===== src/rtl/bcr_pkg.sv =====
// Shared definitions for the bus-controller reply validator.
// Assumes: flag positions are fixed and decoded by the message sequencer.
package bcr_pkg;
    localparam int NFLAG  = 9;
    localparam int F_TMO  = 0;
    localparam int F_SYNC = 1;
    localparam int F_ENC  = 2;
    localparam int F_PAR  = 3;
    localparam int F_LEN  = 4;
    localparam int F_WC   = 5;
    localparam int F_ADDR = 6;
    localparam int F_R2R  = 7;
    localparam int F_STAT = 8;

    typedef enum logic [1:0] {
        ST_IDLE = 2'd0,
        ST_WAIT = 2'd1,
        ST_RECV = 2'd2
    } state_t;
endpackage


===== src/rtl/bcr_us_tick.sv =====
// Microsecond tick prescaler: pulses tick once every CLK_PER_US cycles.
// Assumes: CLK_PER_US >= 2; clr realigns the phase so timing starts at start.
module bcr_us_tick #(
    parameter int CLK_PER_US = 125
) (
    input  logic clk,
    input  logic rst_n,
    input  logic clr,
    output logic tick
);
    localparam int CW = $clog2(CLK_PER_US);
    logic [CW-1:0] cnt;

    assign tick = (cnt == CW'(CLK_PER_US - 1));

    // Divide the clock down to one pulse per microsecond.
    always_ff @(posedge clk) begin
        if (!rst_n || clr || tick) begin
            cnt <= '0;
        end else begin
            cnt <= cnt + 1'b1;
        end
    end
endmodule


===== src/rtl/bcr_word_check.sv =====
// Per-word checker: classifies one decoded word by its reply position and
// returns the error flags it raises. Purely combinational.
// Assumes: pos counts words already accepted in this reply (0 = first).
module bcr_word_check
    import bcr_pkg::*;
#(
    parameter int POS_W = 6
) (
    input  logic [POS_W-1:0] pos,
    input  logic [POS_W-1:0] n_words,
    input  logic             rt2rt,
    input  logic [4:0]       addr1,
    input  logic [4:0]       addr2,
    input  logic [10:0]      mask,
    input  logic             stat_sync,
    input  logic [15:0]      word,
    input  logic             par,
    input  logic             enc_err,
    input  logic             len_err,
    output logic [NFLAG-1:0] err
);
    logic        is_s1, is_dat, is_s2;
    logic [10:0] live_bits;

    assign is_s1     = (pos == '0);
    assign is_dat    = (pos != '0) && (pos <= n_words);
    assign is_s2     = rt2rt && (pos == n_words + POS_W'(1));
    assign live_bits = word[10:0] & ~mask;

    // Raise the coding flags for every word and the position flags by role.
    always_comb begin
        err         = '0;
        err[F_PAR]  = ~(^{word, par});
        err[F_ENC]  = enc_err;
        err[F_LEN]  = len_err;
        if (is_s1) begin
            err[F_SYNC] = ~stat_sync;
            err[F_ADDR] = (word[15:11] != addr1);
            err[F_STAT] = |live_bits;
        end else if (is_dat) begin
            err[F_SYNC] = stat_sync;
        end else if (is_s2) begin
            err[F_R2R]  = ~stat_sync || (word[15:11] != addr2);
            err[F_STAT] = |live_bits;
        end
    end
endmodule


===== src/rtl/bcr_retry.sv =====
// Retry tracker: counts consecutive retries of one message and converts a
// failing verdict into a retry request or a final failure.
// Assumes: a start that follows a retry request is that retry.
module bcr_retry #(
    parameter int MAX_RETRY = 2
) (
    input  logic clk,
    input  logic rst_n,
    input  logic start,
    input  logic finish,
    input  logic fail,
    input  logic retry_en,
    input  logic bus_switch,
    input  logic cur_bus,
    output logic retry_req,
    output logic final_fail,
    output logic retry_bus
);
    localparam int AW = $clog2(MAX_RETRY + 2);
    logic [AW-1:0] attempts;
    logic          pend;
    logic          left;

    assign left = (attempts < AW'(MAX_RETRY));

    // Track the retry budget and issue one verdict pulse per finished reply.
    always_ff @(posedge clk) begin
        if (!rst_n) begin
            attempts   <= '0;
            pend       <= 1'b0;
            retry_req  <= 1'b0;
            final_fail <= 1'b0;
            retry_bus  <= 1'b0;
        end else begin
            retry_req  <= 1'b0;
            final_fail <= 1'b0;
            if (start) begin
                attempts <= pend ? attempts + 1'b1 : '0;
                pend     <= 1'b0;
            end else if (finish) begin
                if (fail && retry_en && left) begin
                    retry_req <= 1'b1;
                    pend      <= 1'b1;
                    retry_bus <= cur_bus ^ bus_switch;
                end else begin
                    final_fail <= fail;
                    pend       <= 1'b0;
                end
            end
        end
    end
endmodule


===== src/rtl/bc_reply_check.sv =====
// Reply validator top: times the reply gap, accumulates per-word errors,
// decides the end of the reply after a quiet gap and issues the verdict.
// Assumes: TO3_US is the largest limit and GAP_US does not exceed it;
// configuration is sampled at start and held internally for the reply.
module bc_reply_check
    import bcr_pkg::*;
#(
    parameter int CLK_PER_US = 125,
    parameter int TO0_US     = 18,
    parameter int TO1_US     = 22,
    parameter int TO2_US     = 50,
    parameter int TO3_US     = 130,
    parameter int GAP_US     = 24,
    parameter int MAX_WORDS  = 32,
    parameter int MAX_RETRY  = 2
) (
    input  logic                       clk,
    input  logic                       rst_n,
    input  logic                       start,
    input  logic [1:0]                 cfg_tmo_sel,
    input  logic [$clog2(MAX_WORDS+1)-1:0] cfg_data_words,
    input  logic [4:0]                 cfg_rt_addr,
    input  logic                       cfg_rt2rt,
    input  logic [4:0]                 cfg_rt_addr2,
    input  logic [10:0]                cfg_stat_mask,
    input  logic                       cfg_retry_en,
    input  logic                       cfg_bus_switch,
    input  logic                       cfg_cur_bus,
    input  logic                       rx_valid,
    input  logic                       rx_stat_sync,
    input  logic [15:0]                rx_word,
    input  logic                       rx_par,
    input  logic                       rx_enc_err,
    input  logic                       rx_len_err,
    output logic                       done,
    output logic                       pass,
    output logic [NFLAG-1:0]           err_flags,
    output logic                       retry_req,
    output logic                       retry_bus,
    output logic                       final_fail
);
    localparam int WC_W  = $clog2(MAX_WORDS + 1);
    localparam int POS_W = $clog2(MAX_WORDS + 4);
    localparam int US_W  = $clog2(TO3_US + 1);

    state_t           state;
    logic [US_W-1:0]  us_cnt;
    logic [US_W-1:0]  lim;
    logic [POS_W-1:0] pos;
    logic [POS_W-1:0] n_q;
    logic [WC_W-1:0]  nw_q;
    logic [1:0]       tsel_q;
    logic             rt2rt_q, retry_en_q, switch_q, bus_q;
    logic [4:0]       addr1_q, addr2_q;
    logic [10:0]      mask_q;
    logic [NFLAG-1:0] word_err, end_err, fin_flags;
    logic             tick, fin_tmo, fin_gap, finish;

    assign n_q = POS_W'(nw_q);

    bcr_us_tick #(.CLK_PER_US(CLK_PER_US)) i_tick (
        .clk   (clk),
        .rst_n (rst_n),
        .clr   (start),
        .tick  (tick)
    );

    bcr_word_check #(.POS_W(POS_W)) i_word (
        .pos       (pos),
        .n_words   (n_q),
        .rt2rt     (rt2rt_q),
        .addr1     (addr1_q),
        .addr2     (addr2_q),
        .mask      (mask_q),
        .stat_sync (rx_stat_sync),
        .word      (rx_word),
        .par       (rx_par),
        .enc_err   (rx_enc_err),
        .len_err   (rx_len_err),
        .err       (word_err)
    );

    // Pick the reply limit for this message.
    always_comb begin
        case (tsel_q)
            2'd0:    lim = US_W'(TO0_US);
            2'd1:    lim = US_W'(TO1_US);
            2'd2:    lim = US_W'(TO2_US);
            default: lim = US_W'(TO3_US);
        endcase
    end

    // Judge the word total once the reply has gone quiet.
    always_comb begin
        end_err = '0;
        if (!rt2rt_q) begin
            end_err[F_WC] = (pos != n_q + POS_W'(1));
        end else if (pos < n_q + POS_W'(1)) begin
            end_err[F_WC]  = 1'b1;
            end_err[F_R2R] = 1'b1;
        end else if (pos == n_q + POS_W'(1)) begin
            end_err[F_R2R] = 1'b1;
        end else if (pos > n_q + POS_W'(2)) begin
            end_err[F_WC]  = 1'b1;
        end
    end

    // Detect the two ways a reply ends and form its final flags.
    always_comb begin
        fin_tmo = !start && (state == ST_WAIT) && !rx_valid && tick
                  && (us_cnt == lim - US_W'(1));
        fin_gap = !start && (state == ST_RECV) && !rx_valid && tick
                  && (us_cnt == US_W'(GAP_US - 1));
        finish  = fin_tmo || fin_gap;
        fin_flags = err_flags;
        if (fin_tmo) fin_flags[F_TMO] = 1'b1;
        if (fin_gap) fin_flags = err_flags | end_err;
    end

    // Reply sequencer: latch settings, gather flags, issue the verdict.
    always_ff @(posedge clk) begin
        if (!rst_n) begin
            state      <= ST_IDLE;
            us_cnt     <= '0;
            pos        <= '0;
            nw_q       <= '0;
            tsel_q     <= '0;
            rt2rt_q    <= 1'b0;
            retry_en_q <= 1'b0;
            switch_q   <= 1'b0;
            bus_q      <= 1'b0;
            addr1_q    <= '0;
            addr2_q    <= '0;
            mask_q     <= '0;
            err_flags  <= '0;
            pass       <= 1'b0;
            done       <= 1'b0;
        end else begin
            done <= 1'b0;
            if (start) begin
                state      <= ST_WAIT;
                us_cnt     <= '0;
                pos        <= '0;
                nw_q       <= cfg_data_words;
                tsel_q     <= cfg_tmo_sel;
                rt2rt_q    <= cfg_rt2rt;
                retry_en_q <= cfg_retry_en;
                switch_q   <= cfg_bus_switch;
                bus_q      <= cfg_cur_bus;
                addr1_q    <= cfg_rt_addr;
                addr2_q    <= cfg_rt_addr2;
                mask_q     <= cfg_stat_mask;
                err_flags  <= '0;
                pass       <= 1'b0;
            end else if (finish) begin
                state     <= ST_IDLE;
                err_flags <= fin_flags;
                pass      <= (fin_flags == '0);
                done      <= 1'b1;
            end else if (state != ST_IDLE && rx_valid) begin
                state     <= ST_RECV;
                err_flags <= err_flags | word_err;
                us_cnt    <= '0;
                if (pos != '1) pos <= pos + POS_W'(1);
            end else if (state != ST_IDLE && tick) begin
                us_cnt <= us_cnt + US_W'(1);
            end
        end
    end

    bcr_retry #(.MAX_RETRY(MAX_RETRY)) i_retry (
        .clk        (clk),
        .rst_n      (rst_n),
        .start      (start),
        .finish     (finish),
        .fail       (fin_flags != '0),
        .retry_en   (retry_en_q),
        .bus_switch (switch_q),
        .cur_bus    (bus_q),
        .retry_req  (retry_req),
        .final_fail (final_fail),
        .retry_bus  (retry_bus)
    );
endmodule


===== config.mk =====
export PLATFORM = sky130hd
export DESIGN_NAME = bc_reply_check
export DESIGN_NICKNAME = d
export VERILOG_FILES = /design/src/rtl/bcr_pkg.sv /design/src/rtl/bcr_us_tick.sv /design/src/rtl/bcr_word_check.sv /design/src/rtl/bcr_retry.sv /design/src/rtl/bc_reply_check.sv
export SDC_FILE = /design/constraint.sdc
export NUM_CORES = 1
export LEC_CHECK = 0
export BUFFER_PORTS_ARGS = -buffer_cell sky130_fd_sc_hd__buf_4
export CAP_MARGIN = 0
export CORE_MARGIN = 2
export CORE_UTILIZATION = 56
export DETAILED_ROUTE_END_ITERATION = 7
export PLACE_DENSITY = 0.8
export SLEW_MARGIN = 20
export SYNTH_ARGS = -nofsm -noshare
export SYNTH_HDL_FRONTEND = slang
export SYNTH_SLANG_ARGS = --single-unit

===== constraint.sdc =====
create_clock -name clk -period 5.83 [get_ports clk]
set_input_delay 0.583 -clock clk [delete_from_list [all_inputs] [get_ports clk]]
set_output_delay 0.583 -clock clk [all_outputs]
set_load 0.005 [all_outputs]

Word level (Yosys, flattened, before mapping)

Index checks and enable logic that the tools add are counted.

$add $sub $neg: 7
$mul: 0
Div/mod/pow operators: 0
Order comparisons: 4
Equality and inequality tests: 12
Shift operators: 0
Muxes and demuxes: 27
Bitwise logic cells: 10
Reductions and logical operators: 39

Operator list:

| kind                  | count |
|---|---|
| $mux W9               | 3 |
| $pmux W8 S3           | 1 |
| $mux W1               | 18 |
| $reduce_xor A17 Y1    | 1 |
| $mux W8               | 2 |
| $logic_and A1 B1 Y1   | 14 |
| $add A6 B1 Y6 const B | 2 |
| $and A11 B11 Y11      | 1 |
| $not A11 Y11          | 1 |
| $reduce_or A11 Y1     | 1 |
| $ne A5 B5 Y1          | 2 |
| $logic_not A9 Y1      | 1 |
| $or A9 B8 Y9          | 1 |
| $or A9 B9 Y9          | 1 |
| $reduce_bool A9 Y1    | 1 |
| $add A8 B1 Y8 const B | 1 |
| $eq A8 B5 Y1 const B  | 1 |
| $eq A8 B8 Y1          | 1 |
| $sub A8 B1 Y8 const B | 1 |
| $add A7 B1 Y7 const B | 1 |
| $eq A7 B7 Y1 const B  | 1 |
| $add A6 B2 Y6 const B | 1 |
| $eq A6 B6 Y1          | 1 |
| $gt A6 B6 Y1          | 1 |
| other kinds (23)      | 40 |

Flip-flop bits (word level): 73
Bits in latches: 0
RAM bits: 0
ROM bits: 0
Output and inout bits: 14
Logic and storage cells: 121
Memories kept: 0

Logic depth before layout (Yosys ltp)

Depth after elaboration: 12
Mapped depth: 11
Mapped depth without buffers: 11

Hierarchy

From an unflattened synthesis, not the netlist that was laid out.

Cells, all modules: 464
Area total of the unflattened synthesis: 4156.5 µm²

Modules (own cells, without submodules):

| module         | instances | cells an instance | area each (µm²) | seq. area each (µm²) |
|---|---|---|---|---|
| bc_reply_check | 1         | 305               | 2882.8          | 1201.2 |
| bcr_word_check | 1         | 98                | 694.4           | 0.0 |
| bcr_us_tick    | 1         | 36                | 317.8           | 140.1 |
| bcr_retry      | 1         | 25                | 261.5           | 120.1 |

Worst setup path after synthesis

OpenSTA, ideal clock, no wires.

Kind: in2reg
From: input port start
To: register i_retry.retry_bus
Setup time: 0.124 ns
Data arrival time: 2.344 ns
Slack: 3.361 ns
Stages: 8
Path through: clkbuf_1 > or4_4 > nor4_4 > nand4_2 > o2111a_1 > o211a_2 > nor4_1 > nor3b_1

Longest elaborated chain between the ends: 11
Elaborated cells on any way between the ends: 17

Ends and longest elaborated chain:

| element                                | RTL line                                     | text |
|---|---|---|
| start, declared                        | bc_reply_check.sv:19                         | `input logic start,` |
| $logic_not A1 Y1                       | bc_reply_check.sv:110, bc_reply_check.sv:112 |  |
| $logic_and A1 B1 Y1 (3 in series)      | bc_reply_check.sv:110                        | `fin_tmo = !start && (state == ST_WAIT) && !rx_valid && tick` |
| $logic_and A1 B1 Y1                    | bc_reply_check.sv:111                        | `&& (us_cnt == lim - US_W'(1));` |
| $mux W1                                | bc_reply_check.sv:116                        | `if (fin_tmo) fin_flags[F_TMO] = 1'b1;` |
| $mux W9                                | bc_reply_check.sv:117                        | `if (fin_gap) fin_flags = err_flags \| end_err;` |
| $reduce_bool A9 Y1                     | bc_reply_check.sv:176                        | `.fail (fin_flags != '0),` |
| $logic_and A1 B1 Y1 (2 in series)      | bcr_retry.sv:41                              | `if (fail && retry_en && left) begin` |
| $reduce_and A3 Y1 (no source line) (*) | --                                           |  |
| end signal, assigned                   | bcr_retry.sv:44                              | `retry_bus <= cur_bus ^ bus_switch;` |
| end, declared                          | bcr_retry.sv:17                              | `output logic retry_bus` |

Every way passes the cells marked *; elsewhere a longest branch is shown, timed or not.
A chain may end at the register's enable or synchronous reset.

Final worst setup path

From: register nw_q[1], in the netlist n_q[1]
To: register i_retry.retry_bus

Longest elaborated chain between the ends: 12
Elaborated cells on any way between the ends: 19

Ends and longest elaborated chain:

| element                                | RTL line              | text |
|---|---|---|
| start, declared                        | bc_reply_check.sv:51  | `logic [WC_W-1:0] nw_q;` |
| start signal, assigned                 | bc_reply_check.sv:144 | `nw_q <= cfg_data_words;` |
| $add A6 B2 Y6                          | bc_reply_check.sv:103 | `end else if (pos > n_q + POS_W'(2)) begin` |
| $gt A6 B6 Y1                           | bc_reply_check.sv:103 |  |
| $mux W1                                | bc_reply_check.sv:103 |  |
| $mux W1                                | bc_reply_check.sv:101 | `end else if (pos == n_q + POS_W'(1)) begin` |
| $mux W1                                | bc_reply_check.sv:98  | `end else if (pos < n_q + POS_W'(1)) begin` |
| $mux W1                                | bc_reply_check.sv:96  | `if (!rt2rt_q) begin` |
| $or A9 B8 Y9 (*)                       | bc_reply_check.sv:117 |  |
| $mux W9 (*)                            | bc_reply_check.sv:117 |  |
| $reduce_bool A9 Y1 (*)                 | bc_reply_check.sv:176 |  |
| $logic_and A1 B1 Y1 (*) (2 in series)  | bcr_retry.sv:41       |  |
| $reduce_and A3 Y1 (no source line) (*) | --                    |  |

Marks and branches as above.

==> results_dict.tcl <==
set metrics [dict create \
    crit_required_ns 6.06 \
    syn_area_per_cell_um2 9.02 \
    synth.net_count 518 \
    post_cts_buffers 0 \
    syn-cell-area_um2 3930 \
    postSynthCellCount 436 \
    hpwl_um 6430 \
    first_global_vias 3166 \
    final_max_slew_viol_count 0 \
    critical_path_arrival_ns 3.01 \
    grt_pass1_wl_um 14600 \
    gp_congestion 0.888 \
    initial_utilization 0.579 \
    dr.first_iter.drc_count 80 \
    status "completed" \
    vias 3168 \
    synth_top_area_frac 0.372 \
    nFillCells 548 \
    total_power_mw 1.16 \
    leakage_nw 2.02 \
    setup_tns_ns 0 \
    r2r-start "n_q[1]" \
    cts_tree "yes" \
    synth_edf_count 0 \
    ant_nets 0 \
    yosys.cell_types.count 50 \
    cts_root_buf "clkbuf_8" \
    finalCriticalPeriod_ns 2.79 \
    cap_viol_max_count 0 \
    fin_skew_ns 0.00772 \
    worst_path_largest_cell_delay_ns 0.44 \
    placementRows 30 \
    drive_gt1_frac 0.179 \
    groute.usage.overall 0.240 \
    htree_levels 3 \
    regToRegEndpoint "i_retry.retry_bus" \
    regToRegSetupSlack_ns 3.04 \
    irDropWorstVdd_uv 197 \
    min_period_over_period 0.478 \
    grt_setup_unrepaired "no" \
    io_buffers 70 \
    grt_max_degree 43 \
    min_path_type "input pin to flop" \
    ys.flop_type "dfxtp_1" \
    cts_buffers 9 \
    critical_path_class "flop to flop" \
    rr_worst_depth 11 \
    cp-start-kind "flop" \
    max_freq_ghz 0.359 \
    mostFrequentLayoutCells "73 x dfxtp_1, 70 x buf_4, 40 x nor2b_1" \
    viasPerCell 5.25 \
    yosysWarnings 0 \
    holdPathEnd "err_flags[2]" \
    worstPathCellList "ha_1 -> nand3_1 -> xnor2_1 -> ha_1 -> and4_1 -> o21ai_0 -> nand4b_1 -> a22oi_1 -> o211a_2 -> nor4_1 -> nor3b_1" \
    antenna_cells 0 \
    synthArstFlopShare 0 \
    hp-start "rx_enc_err" \
    core-area_um2 6790 \
    fin_nets 584 \
    slowest_stage "dfxtp_1" \
    crit_path_max_fanout 6 \
    dieHeight_um 87.8 \
    antenna_found_initial 0 \
    hold_viol 0 \
    io_pins 71 \
    hold_depth 3 \
    synth_area_leader_cell "dfxtp_1" \
    grt_remaining_overflow 0 \
    cp-end-kind "flop" \
    syn2layout_area_growth_pct 21.0 \
    cts_hold_buf 0 \
    drt_wl_total_um 8720 \
    power_density_nw_per_um2 244 \
    ys_ff_latch 73 \
    tightest_slew_ns 0.880 \
    timing.critical_path.mode_cell "ha_1" \
    die_width_um 87.8 \
    synthTopCellsByArea "dfxtp_1 37%, mux2i_1 8.9%, ha_1 8.0%, xnor2_1 7.8%, nor2b_1 6.4%" \
    clk_pin_slew_ns 0.08 \
    cts_resized 0 \
    clock-sinks 73 \
    clkLatencyLatePin_ns 0.35 \
    clockBufferDepth 2 \
    drtPass1Iterations 4 \
    final_common_cell "dfxtp_1" \
    die_area_um2 7710 \
    timing.slew.headroom 0.413 \
    drc 0 \
    setup_viol 0 \
    yosysSeqAreaShare 0.372 \
    drt-wirelength-per-cell_um 14.5 \
]
-- critical path: cells and delay by family (launching register included) --
family,cells,cell delay [ns]
AND/OR/NAND/NOR,5,0.90
AO/OA/AOI/OAI,3,0.60
adder cells (fa/ha/maj),2,0.58
flip-flops,1,0.44
XOR/XNOR,1,0.16
-- per-layer routing --
metal	GRT usage	vias to the layer above	share of wire
met2	0.402	60	0.48
met5	0	-	0
li1	-	1619	-
met1	0.300	1470	0.45
met4	0.103	0	0.025
met3	0.0471	19	0.042
-- sequential cells by signal, summed over array words and instances (netlist names), 2 cells and up, named ones only --
register / cells
us_cnt: 8
state: 2
tsel_q: 2
pos: 6
n_q: 6
mask_q: 11
addr1_q: 5
i_retry.attempts: 2
addr2_q: 5
i_tick.cnt: 7
err_flags: 8
-- where the power goes --
part / internal (mW) / leakage [nW] / switching [mW]
Sequential: 0.515 / 0.596 / 0.0147
Combinational: 0.0870 / 1.30 / 0.0762
Clock: 0.276 / 0.123 / 0.191
Total: 0.878 / 2.02 / 0.282
-- metrics by stage --
stage / hold WS (ns) / setup WS, ns / utilization / area (um^2) / instances
after global placement: 0.443 / 3.01 / 0.666 / 4520 / 587
after global routing: 0.479 / 2.77 / 0.701 / 4760 / 603
after floorplan: 0.426 / 3.36 / - / 3930 / 436
after CTS: 0.461 / 3.02 / 0.701 / 4760 / 603
final: 0.466 / 3.04 / 0.701 / 4760 / 603
after detailed placement: 0.470 / 2.93 / 0.666 / 4520 / 587
-- synthesized netlist by cell type, types with 2 or more instances --
cell / count
o21a_1: 2
nor2_1: 37
clkbuf_1: 10
a31oi_1: 4
nor3_1: 10
nor2b_1: 40
and2_1: 2
and4_1: 2
xor2_1: 16
nand2b_1: 8
ha_1: 25
o21ai_0: 5
or3_1: 3
nand4_1: 5
a311oi_1: 2
nand3_1: 11
o211ai_1: 3
buf_1: 4
xnor2_1: 35
a21oi_1: 19
inv_1: 32
dfxtp_1: 73
o22ai_1: 2
mux2i_1: 35
a221oi_1: 2
and3_1: 3
nor4_1: 6
nor3b_1: 3
nand2_1: 16
-- worst max path at each step --
stage,to,slack [ns],start,depth (start not counted)
after floorplan,i_retry.retry_bus,3.36,start,8
after global placement,i_retry.retry_bus,3.01,start,8
after detailed placement,i_retry.retry_bus,2.93,start,8
after CTS,i_retry.retry_bus,3.02,n_q[1],11
after global routing,i_retry.retry_bus,2.77,n_q[1],11
final,i_retry.retry_bus,3.04,n_q[1],11
-- cell families after synthesis --
family          Yosys count  synth area share
simple gates            154             0.216
flops                    73             0.372
compound gates           51            0.0856
xor+xnor                 51             0.114
buf+inv                  47            0.0452
mux                      35            0.0891
fa+ha+maj                25            0.0795
-- area by class of cell --
| cell class | count | area [um^2] | share of cell area |
|---|---|---|---|
| timing repair buffer | 70 | 526 | 0.110 |
| sequential | 73 | 1460 | 0.307 |
| clock buffer | 12 | 165 | 0.0347 |
| tap | 96 | 120 | 0.0252 |
| inverter | 32 | 120 | 0.0252 |
| multi-input combinational | 316 | 2290 | 0.482 |
| clock inverter | 4 | 73.8 | 0.0155 |
Power figures use the tool's default switching activity.
